### src/rtl/spr_dma_pkg.sv
package spr_dma_pkg;
  typedef enum logic {ST_IDLE, ST_FETCH} seq_state_e;

  typedef struct packed {
    logic single;
    logic plr_en;
    logic msl_en;
  } dma_mode_t;

  localparam int unsigned PAGE_W     = 8;
  localparam int unsigned ADDR_W     = 16;
  localparam logic [ADDR_W-1:0] DBL_REGION = 16'h0180;
  localparam logic [ADDR_W-1:0] SGL_REGION = 16'h0300;
  localparam int unsigned DBL_STRIDE_SH = 7;
  localparam int unsigned SGL_STRIDE_SH = 8;
endpackage

### src/rtl/spr_dma_addr.sv
module spr_dma_addr
  import spr_dma_pkg::*;
#(
  parameter int unsigned LINE_W = 9,
  parameter int unsigned SLOT_W = 3
) (
  input  logic [PAGE_W-1:0] base_page_i,
  input  logic              single_i,
  input  logic [SLOT_W-1:0] slot_i,
  input  logic [LINE_W-1:0] line_i,
  output logic [ADDR_W-1:0] addr_o
);
  logic [ADDR_W-1:0] base_dbl, base_sgl, off_dbl, off_sgl;

  always_comb begin
    // 1 KB / 2 KB alignment: low page bits dropped
    base_dbl = {base_page_i[PAGE_W-1:2], 2'b00, 8'h00};
    base_sgl = {base_page_i[PAGE_W-1:3], 3'b000, 8'h00};
    off_dbl  = DBL_REGION + (ADDR_W'(slot_i) << DBL_STRIDE_SH)
             + ADDR_W'(line_i[LINE_W-1:1]);
    off_sgl  = SGL_REGION + (ADDR_W'(slot_i) << SGL_STRIDE_SH)
             + ADDR_W'(line_i[7:0]);
    addr_o   = single_i ? (base_sgl + off_sgl) : (base_dbl + off_dbl);
  end
endmodule

### src/rtl/spr_dma_ctl.sv
module spr_dma_ctl
  import spr_dma_pkg::*;
#(
  parameter int unsigned LINE_W     = 9,
  parameter int unsigned FIRST_LINE = 8,
  parameter int unsigned LAST_LINE  = 247,
  parameter int unsigned NUM_SLOT   = 5,
  localparam int unsigned SLOT_W    = $clog2(NUM_SLOT)
) (
  input  logic              clk_i,
  input  logic              rst_ni,
  input  dma_mode_t         mode_i,
  input  logic [PAGE_W-1:0] base_page_i,
  input  logic              line_start_i,
  input  logic [LINE_W-1:0] line_num_i,
  input  logic              mem_vld_i,
  output logic              mem_req_o,
  output logic [SLOT_W-1:0] slot_o,
  output logic              single_o,
  output logic [PAGE_W-1:0] page_o,
  output logic [LINE_W-1:0] line_o,
  output logic              wr_en_o
);
  localparam logic [SLOT_W-1:0] LAST_SLOT = SLOT_W'(NUM_SLOT - 1);

  seq_state_e        state_q;
  logic [SLOT_W-1:0] slot_q, last_q;
  logic              msl_en_q, single_q;
  logic [PAGE_W-1:0] page_q;
  logic [LINE_W-1:0] line_q;
  logic              in_win, start, hs;

  always_comb begin
    in_win = (line_num_i >= LINE_W'(FIRST_LINE)) && (line_num_i <= LINE_W'(LAST_LINE));
    start  = line_start_i && (state_q == ST_IDLE) && in_win
             && (mode_i.msl_en || mode_i.plr_en);
    hs     = (state_q == ST_FETCH) && mem_vld_i;
  end

  always_ff @(posedge clk_i or negedge rst_ni) begin
    if (!rst_ni) begin
      state_q  <= ST_IDLE;
      slot_q   <= '0;
      last_q   <= '0;
      msl_en_q <= 1'b0;
      single_q <= 1'b0;
      page_q   <= '0;
      line_q   <= '0;
    end else if (start) begin
      state_q  <= ST_FETCH;
      slot_q   <= '0;
      // players force the full slot walk, missile slot included
      last_q   <= mode_i.plr_en ? LAST_SLOT : '0;
      msl_en_q <= mode_i.msl_en;
      single_q <= mode_i.single;
      page_q   <= base_page_i;
      line_q   <= line_num_i;
    end else if (hs) begin
      if (slot_q == last_q) state_q <= ST_IDLE;
      else                  slot_q  <= slot_q + 1'b1;
    end
  end

  assign mem_req_o = (state_q == ST_FETCH);
  assign slot_o    = slot_q;
  assign single_o  = single_q;
  assign page_o    = page_q;
  assign line_o    = line_q;
  assign wr_en_o   = hs && ((slot_q != '0) || msl_en_q);
endmodule

### src/rtl/spr_dma_patbank.sv
module spr_dma_patbank #(
  parameter int unsigned NUM_SLOT = 5,
  parameter int unsigned DATA_W   = 8,
  localparam int unsigned SLOT_W  = $clog2(NUM_SLOT)
) (
  input  logic                       clk_i,
  input  logic                       rst_ni,
  input  logic                       wr_en_i,
  input  logic [SLOT_W-1:0]          wr_slot_i,
  input  logic [DATA_W-1:0]          wr_data_i,
  output logic [NUM_SLOT*DATA_W-1:0] pat_o,
  output logic [NUM_SLOT-1:0]        pat_we_o
);
  for (genvar g = 0; g < NUM_SLOT; g++) begin : g_slot
    logic [DATA_W-1:0] q;
    logic              we_q;
    logic              sel;
    assign sel = wr_en_i && (wr_slot_i == SLOT_W'(g));
    always_ff @(posedge clk_i or negedge rst_ni) begin
      if (!rst_ni) begin
        q    <= '0;
        we_q <= 1'b0;
      end else begin
        we_q <= sel;
        if (sel) q <= wr_data_i;
      end
    end
    assign pat_o[g*DATA_W +: DATA_W] = q;
    assign pat_we_o[g]               = we_q;
  end
endmodule

### src/rtl/spr_dma_seq.sv
module spr_dma_seq
  import spr_dma_pkg::*;
#(
  parameter int unsigned LINE_W     = 9,
  parameter int unsigned FIRST_LINE = 8,
  parameter int unsigned LAST_LINE  = 247,
  parameter int unsigned NUM_PLR    = 4,
  parameter int unsigned DATA_W     = 8,
  localparam int unsigned NUM_SLOT  = NUM_PLR + 1,
  localparam int unsigned SLOT_W    = $clog2(NUM_SLOT)
) (
  input  logic                       clk_i,
  input  logic                       rst_ni,
  input  logic [2:0]                 dma_mode_i,
  input  logic [7:0]                 base_page_i,
  input  logic                       line_start_i,
  input  logic [LINE_W-1:0]          line_num_i,
  output logic                       mem_req_o,
  output logic [15:0]                mem_addr_o,
  input  logic                       mem_vld_i,
  input  logic [DATA_W-1:0]          mem_rdata_i,
  output logic [NUM_SLOT*DATA_W-1:0] pat_o,
  output logic [NUM_SLOT-1:0]        pat_we_o
);
  dma_mode_t         mode;
  logic [SLOT_W-1:0] slot;
  logic              single, wr_en;
  logic [PAGE_W-1:0] page;
  logic [LINE_W-1:0] line;

  assign mode = dma_mode_t'(dma_mode_i);

  spr_dma_ctl #(
    .LINE_W(LINE_W), .FIRST_LINE(FIRST_LINE), .LAST_LINE(LAST_LINE), .NUM_SLOT(NUM_SLOT)
  ) u_ctl (
    .clk_i(clk_i), .rst_ni(rst_ni), .mode_i(mode), .base_page_i(base_page_i),
    .line_start_i(line_start_i), .line_num_i(line_num_i), .mem_vld_i(mem_vld_i),
    .mem_req_o(mem_req_o), .slot_o(slot), .single_o(single), .page_o(page),
    .line_o(line), .wr_en_o(wr_en)
  );

  spr_dma_addr #(.LINE_W(LINE_W), .SLOT_W(SLOT_W)) u_addr (
    .base_page_i(page), .single_i(single), .slot_i(slot), .line_i(line),
    .addr_o(mem_addr_o)
  );

  spr_dma_patbank #(.NUM_SLOT(NUM_SLOT), .DATA_W(DATA_W)) u_bank (
    .clk_i(clk_i), .rst_ni(rst_ni), .wr_en_i(wr_en), .wr_slot_i(slot),
    .wr_data_i(mem_rdata_i), .pat_o(pat_o), .pat_we_o(pat_we_o)
  );
endmodule

### config.mk
export PLATFORM = sky130hd
export DESIGN_NAME = spr_dma_seq
export DESIGN_NICKNAME = d
export VERILOG_FILES = /design/src/rtl/spr_dma_pkg.sv /design/src/rtl/spr_dma_addr.sv /design/src/rtl/spr_dma_ctl.sv /design/src/rtl/spr_dma_patbank.sv /design/src/rtl/spr_dma_seq.sv
export SDC_FILE = /design/constraint.sdc
export NUM_CORES = 1
export LEC_CHECK = 0
export ABC_AREA = 1
export BUFFER_PORTS_ARGS = -buffer_cell sky130_fd_sc_hd__buf_4
export CAP_MARGIN = 20
export CORE_ASPECT_RATIO = 0.9
export CORE_MARGIN = 2
export CORE_UTILIZATION = 45
export DETAILED_ROUTE_END_ITERATION = 10
export PLACE_DENSITY = 0.7
export SYNTH_ARGS = -nofsm -noshare
export SYNTH_HDL_FRONTEND = slang
export SYNTH_HIERARCHICAL = 1
export SYNTH_SLANG_ARGS = --single-unit
### constraint.sdc
create_clock -name clk_i -period 3.3 [get_ports clk_i]
set_input_delay 0.66 -clock clk_i [delete_from_list [all_inputs] [get_ports clk_i]]
set_output_delay 0.66 -clock clk_i [all_outputs]
set_load 0.03 [all_outputs]
# == Yosys cells after proc, flatten, opt, wreduce, memory -nomap -nowiden ==
# Cells that the tools add are included.
# totals
reg_bits,71
in_bits,32
out_inout_bits,62
wordCells,60
# op_classes
add_sub_neg,7
n_lt_le_gt_ge,2
n_eq_ne,6
n_mux,8
bitwise,1
reduce_logical,19
# ops
op,n
adder 16 bit,2
adder 16 x 8 -> 16 bit,2
two-way mux 16 bit,1
adder 10 x 11 -> 12 bit (first input constant),1
two-way mux 3 bit,4
adder 9 x 10 -> 11 bit (first input constant),1
logical AND 1 bit,11
>= comparator 9 x 4 -> 1 bit (second input constant),1
<= comparator 9 x 8 -> 1 bit (second input constant),1
== test 3 x 2 -> 1 bit (second input constant),2
AND reduction 2 bit,2
nonzero test 2 bit,2
adder 3 x 1 -> 3 bit (second input constant),1
== test 3 x 1 -> 1 bit (second input constant),1
== test 3 bit,1
== test 3 bit (second input constant),1
logical NOT 3 bit,1
two-way mux 1 bit,3
nonzero test 3 bit,1
logical OR 1 bit,2
!= test 2 x 1 -> 1 bit (second input constant),1
NOT 1 bit,1

# == Longest topological paths before layout ==
# Gate-level depths: netlist of run 1.
# depth
depth_word,6
mapped_depth,12
ltp_nobuf,12

# == Cells and area by module ==
# The synthesis of run 1 kept the hierarchy.
# by_module_without_submodules
mod,instances,cells_per_inst,area_per_inst_um2,seq_area_each_um2
spr_dma_patbank,1,196,1831.8,1126.1
spr_dma_ctl,1,135,1204.9,600.6
spr_dma_addr,1,89,454.2,0.0

# == Worst setup path after synthesis of run 1 ==
# Ideal clock, no wire load.
# synth_path
path_type,register to output
startpoint,"register u_ctl.slot_q[0], in the netlist u_ctl/slot_o[0]"
endpoint,output mem_addr_o[12]
arrival_ps,2300
t_required_ps,2640
slack_ps,340
path_stages_with_launch,12
path_buffers,0
path_cell_list,dfrtp_1 inv_1 ha_1 inv_1 ha_1 inv_1 fa_1 inv_1 nand2_1 nand2_1 nand3_1 xnor2_1
# synth_between
elab_chain_cells,4
elab_cells_between_ends,7
cone_classes,add/sub: 6; mux: 1
# synth_rtl
item,line_no,source
start: declaration,spr_dma_ctl.sv:27,"logic [SLOT_W-1:0] slot_q, last_q;"
start signal: assignment,spr_dma_ctl.sv:60,else slot_q <= slot_q + 1'b1;
adder 10 x 11 -> 12 bit / adder 9 x 10 -> 11 bit (equally long branches),"spr_dma_addr.sv:21, spr_dma_addr.sv:19",
adder 16 x 8 -> 16 bit (on tied branches),"spr_dma_addr.sv:22, spr_dma_addr.sv:20",
adder 16 bit,spr_dma_addr.sv:23,addr_o = single_i ? (base_sgl + off_sgl) : (base_dbl + off_dbl);
two-way mux 16 bit *,spr_dma_addr.sv:23,
end: declaration,spr_dma_seq.sv:19,"output logic [15:0] mem_addr_o,"
# Every way passes the cells marked *; elsewhere a longest branch is shown, timed or not.

# == Worst setup path after layout of run 1 ==
# layout_path
startpoint,"register u_ctl.slot_q[2], in the netlist u_ctl/slot_o[2]"
endpoint,output mem_addr_o[12]
# The elaborated chain is that of the path after synthesis.

==> results of run 1 <==
## stage by stage
stage,cell area [sq um],std cells,worst slack [ns],total power [mW],hold WS [ns]
6_report,4260,599,0.358,4.78,0.431
5_1_grt,4260,599,0.171,5.14,0.484
4_1_cts,4260,599,0.318,4.84,0.463
3_5_place_dp,4070,583,0.701,4.15,0.454
3_3_place_gp,4070,583,0.802,4.09,0.450
2_1_floorplan,3410,412,0.340,3.23,0.364
## final cells by class
| cell class | instances | area, sq um |
|---|---|---|
| clock inverters | 6 | 66.3 |
| inverters | 41 | 154 |
| multi-input cells | 286 | 1420 |
| well taps | 96 | 120 |
| flip-flops and latches | 67 | 1680 |
| fillers | 710 | 3170 |
| repair buffers | 93 | 698 |
| clock buffers | 10 | 128 |
## cell usage in the layout (no fill, tap or decap), types with 2 or more instances in the layout
cell type / n
inv_1: 34
clkinvlp_4: 3
nor2_4: 5
nand3_2: 2
clkbuf_8: 9
nand2_4: 2
buf_4: 93
nand4_1: 22
nor2_1: 9
inv_2: 7
o21ai_0: 6
nand2_2: 10
nand2_1: 166
nand3_1: 41
xnor2_1: 2
dfrtp_1: 67
o21ai_1: 5
ha_1: 7
## power groups by stage
stage / combinational [mW] / sequential, mW / clock (mW)
4_1_cts: 2.68 / 1.48 / 0.684
6_report: 2.65 / 1.47 / 0.664
2_1_floorplan: 1.31 / 1.91 / 0
5_1_grt: 2.89 / 1.52 / 0.729
3_3_place_gp: 2.62 / 1.47 / 0
3_5_place_dp: 2.67 / 1.48 / 0
## critical path, cell delays in order, from the launching register on
cell     delay (ns)
dfrtp_1        0.65
inv_1          0.16
fa_1           0.43
inv_1          0.13
nand2_1        0.07
nand2_1        0.08
nand3_1        0.11
xnor2_1        0.16
buf_4          0.18
## sequential cells by signal, indices dropped and copies added, names as in the netlist
register / cells
u_ctl/slot_o: 3
u_ctl/mem_req_o: 1
u_ctl/single_o: 1
u_ctl/msl_en_q: 1
u_ctl/line_o: 9
u_bank/g_slot.we_q: 5
u_bank/g_slot.q: 40
u_ctl/last_q: 1
u_ctl/page_o: 6
## metal layers
layer  global-route usage  vias to the layer above
li1                     -                     1480
met4               0.0662                        0
met5                    0                        -
met1                0.279                     1367
met3               0.0339                        6
met2                0.298                       75
## worst max path at each step
stage	startpoint	end	slack, ns	cells after the start
floorplan	u_ctl/slot_o[0]$_DFFE_PN0P_	mem_addr_o[12]	0.34	11
global placement	u_ctl/slot_o[0]$_DFFE_PN0P_	mem_addr_o[12]	0.80	12
detailed placement	u_ctl/slot_o[2]$_DFFE_PN0P_	mem_addr_o[12]	0.70	8
CTS	u_ctl/slot_o[2]$_DFFE_PN0P_	mem_addr_o[12]	0.32	8
global route	u_ctl/slot_o[2]$_DFFE_PN0P_	mem_addr_o[12]	0.17	8
finish	u_ctl/slot_o[2]$_DFFE_PN0P_	mem_addr_o[12]	0.36	8
==> impl_metrics.xml, run 1 <==
<?xml version="1.0" encoding="UTF-8"?>
<metrics>
  <group name="floorplanning">
    <metric name="design.portCount" unit="">94</metric>
    <metric name="dieWidth" unit="microns">95.8</metric>
    <metric name="initial_core_util" unit="">0.459</metric>
    <metric name="die_ar" unit="sq um">8300</metric>
    <metric name="rows" unit="">30</metric>
    <metric name="die-height" unit="microns">86.6</metric>
    <metric name="core_area" unit="sq um">7430</metric>
  </group>
  <group name="cells_and_area">
    <metric name="antenna_cells_inserted" unit="">0</metric>
    <metric name="areaGrowthSynthToFinish" unit="%">24.9</metric>
    <metric name="share_of_post_route_cells_with_drive_strength_above_1" unit="">0.272</metric>
    <metric name="nNetsFinal" unit="">538</metric>
    <metric name="finalCoreUtilization" unit="">0.574</metric>
  </group>
  <group name="pwr">
    <metric name="switchingPower" unit="mW">2.33</metric>
    <metric name="power.ir.vdd_worst" unit="mV">0.516</metric>
    <metric name="total_leakage_power" unit="nW">2.43</metric>
    <metric name="sequential_share_of_power" unit="">0.308</metric>
    <metric name="internal_power" unit="mW">2.45</metric>
    <metric name="power_density" unit="nW/um^2">1120</metric>
    <metric name="combinational_fraction_of_design_power" unit="">0.553</metric>
    <metric name="clock_power_share" unit="">0.139</metric>
    <metric name="netSwitchingFraction" unit="">0.488</metric>
  </group>
  <group name="detailed_routing">
    <metric name="topRoutingLayerUsed" unit="">met4</metric>
    <metric name="remaining_drc_errors" unit="">0</metric>
    <metric name="ant_nets" unit="">0</metric>
    <metric name="dr_wl_met2" unit="microns">3780</metric>
    <metric name="vias" unit="">2928</metric>
    <metric name="wirelength" unit="microns">7800</metric>
    <metric name="dr_wl_met3" unit="microns">475</metric>
    <metric name="drt_iter0_markers" unit="">186</metric>
    <metric name="m1WireLength" unit="microns">3470</metric>
    <metric name="route.detailed.wl_per_inst" unit="microns">13.0</metric>
    <metric name="vias_per_cell" unit="">4.89</metric>
    <metric name="firstDrtPassIters" unit="">5</metric>
  </group>
  <group name="timing">
    <metric name="max-slew-margin-rel" unit="">0.441</metric>
    <metric name="clock-skew-final" unit="ns">0.0125</metric>
    <metric name="worst-slew-pin-transition" unit="ns">0.838</metric>
    <metric name="final.period_utilization" unit="">0.892</metric>
    <metric name="layout_min_cycle_time" unit="ns">2.94</metric>
    <metric name="rsz_0062_raised_after_global_routing" unit="">false</metric>
    <metric name="timing_max_transition_violations_final" unit="">0</metric>
    <metric name="timing.final.setup_violations" unit="">0</metric>
    <metric name="setup_tns" unit="ns">0</metric>
    <metric name="finalHoldViolCount" unit="">0</metric>
    <metric name="max_clock_freq" unit="MHz">340</metric>
  </group>
  <group name="clocking">
    <metric name="cts_hold_buffers" unit="">0</metric>
    <metric name="cts_tree" unit="">done</metric>
    <metric name="clk_pin_slew_worst_paths" unit="ns">0.07</metric>
    <metric name="clk-insertion-delay-late" unit="ns">0.33</metric>
    <metric name="cts_setup_buffers" unit="">0</metric>
    <metric name="max_root_sink_buffers" unit="">2</metric>
    <metric name="cts.htree.levels" unit="">3</metric>
    <metric name="clkSinkCount" unit="">67</metric>
    <metric name="root_buffer" unit="">clkbuf_8</metric>
    <metric name="cts_buffers" unit="">9</metric>
    <metric name="cts_repair_resize_count" unit="">0</metric>
  </group>
  <group name="grt">
    <metric name="first_global_vias" unit="">2661</metric>
    <metric name="grt_remaining_overflow" unit="">0</metric>
    <metric name="track_usage" unit="">0.194</metric>
    <metric name="grt_start_max_net_pins" unit="">68</metric>
    <metric name="first_pass_grt_wire_length" unit="microns">12600</metric>
    <metric name="antenna_found_initial" unit="">0</metric>
  </group>
  <group name="critical_path">
    <metric name="cp-start-kind" unit="">flip-flop</metric>
    <metric name="worst_r2r_startpoint" unit="">u_ctl/slot_o[0]$_DFFE_PN0P_</metric>
    <metric name="path_max_fanout" unit="">11</metric>
    <metric name="r2r_slack" unit="ns">1.37</metric>
    <metric name="crit-reg2reg-capture" unit="">u_bank/g_slot[0].q[6]$_DFFE_PN0P_</metric>
    <metric name="worst-endpoint-arrival" unit="ns">2.28</metric>
    <metric name="worstRegToRegCells" unit="">11</metric>
    <metric name="criticalPathCategory" unit="">flip-flop to output port</metric>
    <metric name="crit_path_end_kind" unit="">output port</metric>
    <metric name="required" unit="ns">2.64</metric>
  </group>
  <group name="worst_hold_path">
    <metric name="min-delay-path-class" unit="">primary input to asynchronous set/reset pin</metric>
  </group>
  <group name="placed_design">
    <metric name="globalplace.congestion" unit="">0.790</metric>
    <metric name="buffer_ports.inserted" unit="">91</metric>
    <metric name="hpwl" unit="microns">5570</metric>
  </group>
  <group name="synthesis">
    <metric name="mappedNetlistArea" unit="sq um">3410</metric>
    <metric name="postSynthCellCount" unit="">412</metric>
    <metric name="syn_nets" unit="">452</metric>
    <metric name="synth-warning-count" unit="">6</metric>
    <metric name="synth_area_per_cell" unit="sq um">8.28</metric>
  </group>
  <group name="flow_run">
    <metric name="drv.max_cap_violation_count" unit="">0</metric>
  </group>
  <group name="status">
    <metric name="outcome" unit="">completed</metric>
  </group>
</metrics>
Note: power is estimated with default switching activity, not from simulation.
==> run 2, diff against run 1 <==
--- a/config.mk
+++ b/config.mk
@@ -5,14 +5,13 @@
 export SDC_FILE = /design/constraint.sdc
 export NUM_CORES = 1
 export LEC_CHECK = 0
-export ABC_AREA = 1
 export BUFFER_PORTS_ARGS = -buffer_cell sky130_fd_sc_hd__buf_4
-export CAP_MARGIN = 20
+export CAP_MARGIN = 25
 export CORE_ASPECT_RATIO = 0.9
 export CORE_MARGIN = 2
 export CORE_UTILIZATION = 45
 export DETAILED_ROUTE_END_ITERATION = 10
-export PLACE_DENSITY = 0.7
+export PLACE_DENSITY = 0.71
 export SYNTH_ARGS = -nofsm -noshare
 export SYNTH_HDL_FRONTEND = slang
 export SYNTH_HIERARCHICAL = 1
==> run 2 against run 1 <==
Compared with the run above: synthesized area fell by 9.6%; clock power rose by 3%; maximum frequency decreased by 4.2%; sequential share of layout area increased by 2.0 points; combinational power decreased by 12%; non-clock buffer count grew 6; largest cell class unchanged.
==> impl_metrics.xml, run 2 <==
<?xml version="1.0" encoding="UTF-8"?>
<metrics>
  <group name="status">
    <metric name="outcome" unit="">completed</metric>
  </group>
  <group name="cells_and_area">
    <metric name="number_of_flip_flops_in_the_largest_register" unit="">40</metric>
    <metric name="mostFrequentLayoutCell" unit="">buf_4</metric>
    <metric name="finalCoreUtilization" unit="">0.613</metric>
    <metric name="fillerInstances" unit="">532</metric>
    <metric name="antenna_cells_inserted" unit="">0</metric>
    <metric name="largest-register" unit="">u_bank/g_slot.q</metric>
    <metric name="multi_input_comb_area" unit="sq um">1280</metric>
    <metric name="most-common-layout-cells" unit="">98 x buf_4, 67 x dfrtp_1, 50 x mux2_2</metric>
    <metric name="nNetsFinal" unit="">352</metric>
    <metric name="design_area" unit="sq um">4060</metric>
    <metric name="sequential_cell_area" unit="sq um">1680</metric>
    <metric name="areaGrowthSynthToFinish" unit="%">31.5</metric>
    <metric name="share_of_post_route_cells_with_drive_strength_above_1" unit="">0.584</metric>
  </group>
  <group name="timing">
    <metric name="worst-slew-pin-transition" unit="ns">0.821</metric>
    <metric name="rsz_0062_raised_after_global_routing" unit="">false</metric>
    <metric name="clock-skew-final" unit="ns">0.00751</metric>
    <metric name="final.period_utilization" unit="">0.931</metric>
    <metric name="timing.final.setup_violations" unit="">0</metric>
    <metric name="setup_tns" unit="ns">0</metric>
    <metric name="finalHoldViolCount" unit="">0</metric>
    <metric name="timing_max_transition_violations_final" unit="">0</metric>
    <metric name="max_clock_freq" unit="MHz">326</metric>
    <metric name="layout_min_cycle_time" unit="ns">3.07</metric>
    <metric name="max-slew-margin-rel" unit="">0.453</metric>
    <metric name="final.hold.worst_slack" unit="ns">0.415</metric>
  </group>
  <group name="detailed_routing">
    <metric name="firstDrtPassIters" unit="">4</metric>
    <metric name="vias_per_cell" unit="">4.95</metric>
    <metric name="drt_iter0_markers" unit="">46</metric>
    <metric name="vias" unit="">2015</metric>
    <metric name="route.detailed.wl_per_inst" unit="microns">15.0</metric>
    <metric name="wirelength" unit="microns">6090</metric>
    <metric name="remaining_drc_errors" unit="">0</metric>
    <metric name="ant_nets" unit="">0</metric>
  </group>
  <group name="synthesis">
    <metric name="syn_nets" unit="">255</metric>
    <metric name="postSynthCellCount" unit="">215</metric>
    <metric name="synth-warning-count" unit="">6</metric>
    <metric name="synth_area_per_cell" unit="sq um">14.3</metric>
    <metric name="mappedNetlistArea" unit="sq um">3080</metric>
  </group>
  <group name="clocking">
    <metric name="clk_pin_slew_worst_paths" unit="ns">0.07</metric>
    <metric name="clk-insertion-delay-late" unit="ns">0.34</metric>
    <metric name="max_root_sink_buffers" unit="">2</metric>
    <metric name="cts_tree" unit="">done</metric>
    <metric name="cts_buffers" unit="">9</metric>
    <metric name="clkSinkCount" unit="">67</metric>
    <metric name="root_buffer" unit="">clkbuf_8</metric>
    <metric name="cts_setup_buffers" unit="">0</metric>
    <metric name="cts.htree.levels" unit="">3</metric>
  </group>
  <group name="floorplanning">
    <metric name="rows" unit="">28</metric>
    <metric name="dieWidth" unit="microns">91.3</metric>
    <metric name="design.portCount" unit="">94</metric>
    <metric name="die_ar" unit="sq um">7530</metric>
    <metric name="initial_core_util" unit="">0.466</metric>
    <metric name="core_area" unit="sq um">6620</metric>
    <metric name="die-height" unit="microns">82.5</metric>
  </group>
  <group name="grt">
    <metric name="first_pass_grt_wire_length" unit="microns">10000</metric>
    <metric name="antenna_found_initial" unit="">0</metric>
    <metric name="use_met2" unit="">0.272</metric>
    <metric name="track_usage" unit="">0.173</metric>
    <metric name="use_met3" unit="">0.0517</metric>
    <metric name="grt_start_max_net_pins" unit="">68</metric>
    <metric name="busiest_layer" unit="">met2</metric>
    <metric name="first_global_vias" unit="">1978</metric>
    <metric name="grt_remaining_overflow" unit="">0</metric>
    <metric name="global_route_met1_usage" unit="">0.236</metric>
  </group>
  <group name="critical_path">
    <metric name="path_max_fanout" unit="">3</metric>
    <metric name="cp-start-kind" unit="">flip-flop</metric>
    <metric name="worst-endpoint-arrival" unit="ns">2.41</metric>
    <metric name="criticalPathCategory" unit="">flip-flop to output port</metric>
    <metric name="required" unit="ns">2.64</metric>
    <metric name="r2r_slack" unit="ns">0.89</metric>
    <metric name="crit_path_end_kind" unit="">output port</metric>
  </group>
  <group name="pwr">
    <metric name="p_total" unit="mW">4.43</metric>
    <metric name="power_density" unit="nW/um^2">1090</metric>
    <metric name="total_leakage_power" unit="nW">1.98</metric>
    <metric name="power.ir.vdd_worst" unit="mV">0.510</metric>
  </group>
  <group name="worst_hold_path">
    <metric name="min-delay-path-class" unit="">primary input to asynchronous set/reset pin</metric>
  </group>
  <group name="placed_design">
    <metric name="globalplace.congestion" unit="">0.770</metric>
    <metric name="place_area" unit="sq um">3850</metric>
    <metric name="buffer_ports.inserted" unit="">91</metric>
    <metric name="hpwl" unit="microns">4330</metric>
  </group>
  <group name="flow_run">
    <metric name="drv.max_cap_violation_count" unit="">0</metric>
  </group>
</metrics>
[run 2: layout make-up]
type                       instances  share of cell area
sequential                        67               0.413
multi-input combinational        126               0.316
timing repair buffer              99               0.185
clock buffer                      10              0.0339
tap                               90              0.0278
clock inverter                     6              0.0157
inverter                           9             0.00833
[run 2: path summary, 6_finish.rpt]
path,startpoint,to,cells past startpoint
setup / recovery,u_ctl/slot_o[0]$_DFFE_PN0P_,mem_addr_o[12],11
hold / removal,rst_ni,u_bank/g_slot[0].q[6]$_DFFE_PN0P_,1
setup reg to reg,u_ctl/slot_o[0]$_DFFE_PN0P_,u_bank/g_slot[0].q[1]$_DFFE_PN0P_,7
hold reg to reg,u_bank/g_slot[2].q[6]$_DFFE_PN0P_,u_bank/g_slot[2].q[6]$_DFFE_PN0P_,1
max in group asynchronous,rst_ni,u_bank/g_slot[0].q[4]$_DFFE_PN0P_,1
min in group clk_i,u_bank/g_slot[2].q[6]$_DFFE_PN0P_,u_bank/g_slot[2].q[6]$_DFFE_PN0P_,1
[run 2: worst max-delay path, stage by stage (launching register included)]
cell      delay, ns
dfrtp_1        0.35
inv_1          0.08
ha_1           0.19
inv_1          0.05
ha_1           0.15
inv_1          0.06
fa_1           0.37
nand2b_1       0.17
o21ai_1        0.18
nand2_1        0.10
xnor2_1        0.17
buf_4          0.19
[run 2: power by group]
part           switching (mW)  total [mW]  internal [mW]
logic                    1.28        2.33           1.05
clock network           0.314       0.683          0.369
registers               0.252        1.41           1.16
total                    1.85        4.43           2.58
[run 2: routing by layer]
layer  routed length [microns]  vias up
met5                         0        -
met2                      3000       53
met1                      2790     1011
li1                          -      948
met3                       267        3
met4                        34        0
[run 2: timing repair]
item,CTS,global route
hold buffers,0,0
endpoints found under the setup margin,0,2
gates resized for setup,0,1
[run 2: metrics by stage]
step / cells / setup WS (ns)
4_1_cts: 407 / 0.133
6_report: 407 / 0.228
5_1_grt: 407 / 0.0325
2_1_floorplan: 215 / 0.237
3_5_place_dp: 391 / 0.516
3_3_place_gp: 390 / 0.534
